$ cat config.mk
export PLATFORM = sky130hd
export DESIGN_NAME = card_clk_gen
export DESIGN_NICKNAME = d
export VERILOG_FILES = /design/src/rtl/card_clk_pkg.sv /design/src/rtl/card_clk_regs.sv /design/src/rtl/card_clk_decode.sv /design/src/rtl/card_clk_idle.sv /design/src/rtl/card_clk_phase.sv /design/src/rtl/card_clk_gen.sv
export SDC_FILE = /design/constraint.sdc
export NUM_CORES = 1
export LEC_CHECK = 0
export ABC_AREA = 1
export BUFFER_PORTS_ARGS = -buffer_cell sky130_fd_sc_hd__buf_2
export CORE_ASPECT_RATIO = 0.8
export CORE_UTILIZATION = 50
export DETAILED_ROUTE_END_ITERATION = 16
export GPL_TIMING_DRIVEN = 0
export PLACE_DENSITY = 0.79
export SYNTH_ARGS = -nofsm -noshare
export SYNTH_HDL_FRONTEND = slang
export SYNTH_SLANG_ARGS = --single-unit
$ cat constraint.sdc
create_clock -name clk -period 1.88 [get_ports clk]
set_clock_uncertainty 0.1 [all_clocks]
set_input_delay 0 -clock clk [delete_from_list [all_inputs] [get_ports clk]]
set_output_delay 0 -clock clk [all_outputs]
set_load 0.01 [all_outputs]
$ cat src/rtl/card_clk_pkg.sv
package card_clk_pkg;
   localparam int RATIO_LO_W = 8;
   localparam int BIT_EN     = 8;
   localparam int BIT_IDLE   = 9;
   localparam int BIT_BYP    = 10;
   localparam int BIT_X1024  = 16;
   localparam int HALF_W     = RATIO_LO_W + 1;

   typedef struct packed {
      logic              bypass;
      logic [HALF_W-1:0] half_m1;
   } clk_mode_t;
endpackage

$ cat src/rtl/card_clk_regs.sv
module card_clk_regs
   import card_clk_pkg::*;
#(
   parameter int REG_W     = 32,
   parameter bit HAS_X1024 = 1'b1
) (
   input  logic                  clk,
   input  logic                  rst_n,
   input  logic                  wr,
   input  logic [REG_W-1:0]      wdata,
   output logic [REG_W-1:0]      rdata,
   output logic [RATIO_LO_W-1:0] ratio_lo,
   output logic                  x1024,
   output logic                  bypass,
   output logic                  en,
   output logic                  idle_mode
);
   logic unused_wdata;
   assign unused_wdata = ^wdata;

   always_ff @(posedge clk or negedge rst_n) begin
      if (!rst_n) begin
         ratio_lo  <= '0;
         en        <= 1'b0;
         idle_mode <= 1'b0;
         bypass    <= 1'b0;
      end else if (wr) begin
         ratio_lo  <= wdata[RATIO_LO_W-1:0];
         en        <= wdata[BIT_EN];
         idle_mode <= wdata[BIT_IDLE];
         bypass    <= wdata[BIT_BYP];
      end
   end

   generate
      if (HAS_X1024) begin : g_x1024
         always_ff @(posedge clk or negedge rst_n) begin
            if (!rst_n)  x1024 <= 1'b0;
            else if (wr) x1024 <= wdata[BIT_X1024];
         end
      end else begin : g_no_x1024
         assign x1024 = 1'b0;
      end
   endgenerate

   always_comb begin
      rdata                      = '0;
      rdata[RATIO_LO_W-1:0]      = ratio_lo;
      rdata[BIT_EN]              = en;
      rdata[BIT_IDLE]            = idle_mode;
      rdata[BIT_BYP]             = bypass;
      rdata[BIT_X1024]           = x1024;
   end


   hold_chk: assert property (@(posedge clk) disable iff (!rst_n)
      !wr |=> $stable(rdata));
endmodule

$ cat src/rtl/card_clk_decode.sv
module card_clk_decode
   import card_clk_pkg::*;
(
   input  logic [RATIO_LO_W-1:0] ratio_lo,
   input  logic                  x1024,
   input  logic                  bypass,
   output clk_mode_t             mode
);
   always_comb begin
      mode.bypass  = 1'b0;
      mode.half_m1 = '0;
      for (int k = 0; k < RATIO_LO_W; k++) begin
         if (ratio_lo[k]) mode.half_m1 = HALF_W'((32'd1 << (k + 1)) - 32'd1);
      end
      if (bypass) begin
         mode.bypass  = 1'b1;
         mode.half_m1 = '0;
      end
      if (x1024) begin
         mode.bypass  = 1'b0;
         mode.half_m1 = HALF_W'((32'd1 << (RATIO_LO_W + 1)) - 32'd1);
      end
   end
endmodule

$ cat src/rtl/card_clk_idle.sv
module card_clk_idle #(
   parameter int LINGER_CYC = 8
) (
   input  logic clk,
   input  logic rst_n,
   input  logic en,
   input  logic idle_mode,
   input  logic busy,
   output logic run
);
   localparam int LW = $clog2(LINGER_CYC + 1);

   logic [LW-1:0] left;

   always_ff @(posedge clk or negedge rst_n) begin
      if (!rst_n)            left <= '0;
      else if (busy)         left <= LW'(LINGER_CYC);
      else if (left != '0)   left <= left - 1'b1;
   end

   assign run = en && (!idle_mode || busy || (left != '0));


   reload_chk: assert property (@(posedge clk) disable iff (!rst_n)
      $past(busy) |-> (left == LW'(LINGER_CYC)));


   drain_chk: assert property (@(posedge clk) disable iff (!rst_n)
      (!busy && left != '0) |=> (left == $past(left) - 1'b1));
endmodule

$ cat src/rtl/card_clk_phase.sv
module card_clk_phase
   import card_clk_pkg::*;
(
   input  logic      clk,
   input  logic      rst_n,
   input  logic      run,
   input  clk_mode_t mode_in,
   output logic      card_clk
);
   logic              running;
   logic              ck_q;
   logic              gate_n;
   logic [HALF_W-1:0] cnt;
   clk_mode_t         mode_act;

   always_ff @(posedge clk or negedge rst_n) begin
      if (!rst_n) begin
         running  <= 1'b0;
         ck_q     <= 1'b0;
         cnt      <= '0;
         mode_act <= '0;
      end else if (!running) begin
         ck_q <= 1'b0;
         cnt  <= '0;
         if (run) begin
            running  <= 1'b1;
            mode_act <= mode_in;
            ck_q     <= !mode_in.bypass;
         end
      end else if (mode_act.bypass) begin
         if (!run) running <= 1'b0;
      end else if (cnt == mode_act.half_m1) begin
         cnt <= '0;
         if (ck_q)     ck_q    <= 1'b0;
         else if (run) ck_q    <= 1'b1;
         else          running <= 1'b0;
      end else begin
         cnt <= cnt + 1'b1;
      end
   end

   always_ff @(negedge clk or negedge rst_n) begin
      if (!rst_n) gate_n <= 1'b0;
      else        gate_n <= running && mode_act.bypass;
   end

   assign card_clk = mode_act.bypass ? (clk & gate_n) : ck_q;


   stop_low_chk: assert property (@(posedge clk) disable iff (!rst_n)
      $fell(running) |-> !ck_q);


   restart_high_chk: assert property (@(posedge clk) disable iff (!rst_n)
      ($rose(running) && !mode_act.bypass) |-> ck_q);


   mode_hold_chk: assert property (@(posedge clk) disable iff (!rst_n)
      (running && $past(running)) |-> $stable(mode_act));


   cnt_range_chk: assert property (@(posedge clk) disable iff (!rst_n)
      running |-> (cnt <= mode_act.half_m1));
endmodule

$ cat src/rtl/card_clk_gen.sv
module card_clk_gen
   import card_clk_pkg::*;
#(
   parameter int REG_W      = 32,
   parameter bit HAS_X1024  = 1'b1,
   parameter int LINGER_CYC = 8
) (
   input  logic             clk,
   input  logic             rst_n,
   input  logic             cfg_wr,
   input  logic [REG_W-1:0] cfg_wdata,
   output logic [REG_W-1:0] cfg_rdata,
   input  logic             xfer_busy,
   output logic             card_clk
);
   generate
      if (REG_W <= BIT_X1024) begin : g_bad_width
         $error("card_clk_gen: REG_W too narrow for the control word");
      end
      if (LINGER_CYC < 1) begin : g_bad_linger
         $error("card_clk_gen: LINGER_CYC must be at least 1");
      end
   endgenerate

   logic [RATIO_LO_W-1:0] ratio_lo;
   logic                  x1024, bypass, en, idle_mode, run;
   clk_mode_t             mode;

   card_clk_regs #(.REG_W(REG_W), .HAS_X1024(HAS_X1024)) u_regs (
      .clk(clk), .rst_n(rst_n), .wr(cfg_wr), .wdata(cfg_wdata),
      .rdata(cfg_rdata), .ratio_lo(ratio_lo), .x1024(x1024),
      .bypass(bypass), .en(en), .idle_mode(idle_mode)
   );

   card_clk_decode u_decode (
      .ratio_lo(ratio_lo), .x1024(x1024), .bypass(bypass), .mode(mode)
   );

   card_clk_idle #(.LINGER_CYC(LINGER_CYC)) u_idle (
      .clk(clk), .rst_n(rst_n), .en(en), .idle_mode(idle_mode),
      .busy(xfer_busy), .run(run)
   );

   card_clk_phase u_phase (
      .clk(clk), .rst_n(rst_n), .run(run), .mode_in(mode),
      .card_clk(card_clk)
   );
endmodule

==> impl_metrics.toml <==
[logic_synthesis]
seq_area_frac_synth = 0.463
ys.warnings.count = 0
synth_cells = 232
synthArstFlopShare = 1.00
yosysTopAreaCell = "dfrtp_1"
ys_types = 35
yosysTopAreaCellShare = 0.450
synth_edf_count = 0
syn_avg_cell_area_sq_um = 8.86
ys.flop_type = "dfrtp_1"
synth_area_sq_mm = 0.00206
yosys-top-cells-area = "dfrtp_1, buf_4, nand2_1"
ys_ff_latch = 38

[status]
outcome = "finished, violations left"
violations = "setup timing"

[placed_design]
hpwlAfterDp_mm = 2.93
gp_congestion = 0.845
dpl-instance-area_sq_mm = 0.00233
io_buffers = 27

[setup_path]
cp_slowest_stage_delay_ps = 390
ff2ff_setup_slack_ps = 50
path_class = "reg2out"
crit_slowest_cell = "dfrtn_1"
timing.critical_path.max_delay_family = "flip-flops"
reg2regPathDepth = 3
end_kind = "output pin"
worstPathArrival_ps = 1980
cp.required_ps = 1780
startpoint = "u_phase.gate_n"
path_cells = "nand3_1 -> nand2_1 -> buf_2"
timing.rr.end = "u_phase.gate_n"
cp-endpoint = "card_clk"
path_depth = 3
r2r_start = "u_phase.running"
worst-path-max-fanout = 1
critPathBufInv = 1
worstSetupStartpointType = "register"

[sta]
tns_ps = -197
worstMarginPinSlew_ps = 829
slew_violations = 0
setup-violations-final = 2
hold_viol_final = 0
slew_headroom = 0.448
rsz0062_at_grt = "yes"
setup_ws_ps = -197

[clock_tree]
cts_tree = "yes"
ctsResizeCount = 0
path_clk_slew_ps = 70
insertion_delay_ps = 400

[route]
drtAntennaViolNets = 0
dr.first_iter.drc_count = 77
drc = 0
num_vias = 1661
via_per_inst = 4.58
dr.pass1.iters = 4
wl_mm = 4.41
wl_per_cell_microns = 12.2

[die]
die_area_sq_mm = 0.00437
coreArea_sq_mm = 0.00388
die_w_microns = 73.7
pin_count = 69
initial_core_util = 0.530
die_h_microns = 59.4
num_rows = 20

[pwr]
powerDensity_mw_per_mm2 = 1190
p_leak_nw = 1.36
power.total_w = 0.00318
ir_worst_vdd_uv = 647

[layout]
drive_gt1_frac = 0.286
syn_to_final_growth_pct = 29.6
diodes = 0
final_common_cell = "nand2_1"
postLayoutCellArea_sq_mm = 0.00267
final_nets = 346
nFillCells = 290
layout_common_cells = "nand2_1, dfrtp_1, buf_2, buf_4, inv_1"

[global_route]
overflow = 0
track_usage = 0.244
grt_pass1_wl_mm = 7.58
grt_max_degree = 39
antenna_found_initial = 0
grt_pass1_vias = 1689

[worst_hold_path]
min_from = "cfg_wr"
hp-class = "in2reg"

[run]
drv_cap = 0
-- what timing repair did --
item	CTS	global route
pin swaps	0	2
setup endpoints to repair	3	3
hold buffers	16	0
endpoints found under the hold margin	53	0
buffers inserted	3	0
-- cells by family (layout without fill, tap and decap cells) --
group,Yosys count,after routing,share of synthesized area
other,1,20,0.00182
XOR/XNOR,8,8,0.0341
AND/OR/NAND/NOR,84,84,0.206
flip-flops,38,38,0.463
buffers and inverters,56,113,0.149
AO/OA/AOI/OAI,36,36,0.0956
adder cells (fa/ha/maj),3,3,0.0183
multiplexers,6,6,0.0329
-- cell usage after synthesis, types with 2 or more instances --
cell type / number
a21oi_1: 8
buf_4: 25
dfrtp_1: 37
ha_1: 3
inv_1: 26
inv_2: 3
mux2_2: 6
nand2_1: 49
nand2_2: 2
nand2_4: 3
nand3_1: 7
nand4_1: 4
nor2_1: 8
nor2_2: 3
nor3_1: 2
o21ai_0: 19
o21ai_1: 2
o31ai_1: 2
xnor2_1: 5
xor2_1: 3
-- sequential cells by signal (all words and copies together), names as in the netlist, 4 cells and up --
name	cells
u_phase.mode_act	10
u_phase.cnt	9
u_regs.ratio_lo	8
u_idle.left	4
-- metrics by stage --
stage | util | hold WS (ps) | cells | worst slack, ps
2_1_floorplan | - | -396 | 251 | -12.2
3_3_place_gp | 0.602 | 47.5 | 333 | -71.1
3_5_place_dp | 0.602 | 48.2 | 333 | -74.5
4_1_cts | 0.687 | 1.58 | 363 | -227
5_1_grt | 0.687 | 32.3 | 363 | -240
6_report | 0.687 | 26.2 | 363 | -197
-- final cells by class --
type	count	area, sq um	area share
sequential	38	951	0.357
multi-input combinational	157	871	0.327
timing repair buffer	45	313	0.117
buffer	27	200	0.0751
clock buffer	11	123	0.0460
inverter	29	109	0.0408
tap	55	68.8	0.0258
clock inverter	1	30.0	0.0113
-- where the power goes --
part           switching, W  leakage (nW)  internal (W)  total [W]
clock network      0.000330        0.0861      0.000547   0.000877
logic              0.000608         0.805      0.000464    0.00107
registers          0.000182         0.471       0.00105    0.00123
total               0.00112          1.36       0.00206    0.00318
-- worst min path at each step --
stage                                     to  slack, ps  cells after the start
final                       u_regs.idle_mode         30                      2
after global routing               u_regs.en         30                      2
after CTS                 u_regs.ratio_lo[2]          2                      2
after detailed placement      u_phase.cnt[2]         50                      1
after global placement        u_phase.cnt[2]         50                      1
after floorplan               u_idle.left[0]       -400                      0
-- per-layer routing --
layer | vias to the layer above | wire (microns) | track usage
met5 | - | 0 | 0
met4 | 0 | 84 | 0.113
met1 | 749 | 1990 | 0.292
met3 | 9 | 239 | 0.100
li1 | 848 | - | -
met2 | 55 | 2100 | 0.384
(Power assumes the default switching activity.)
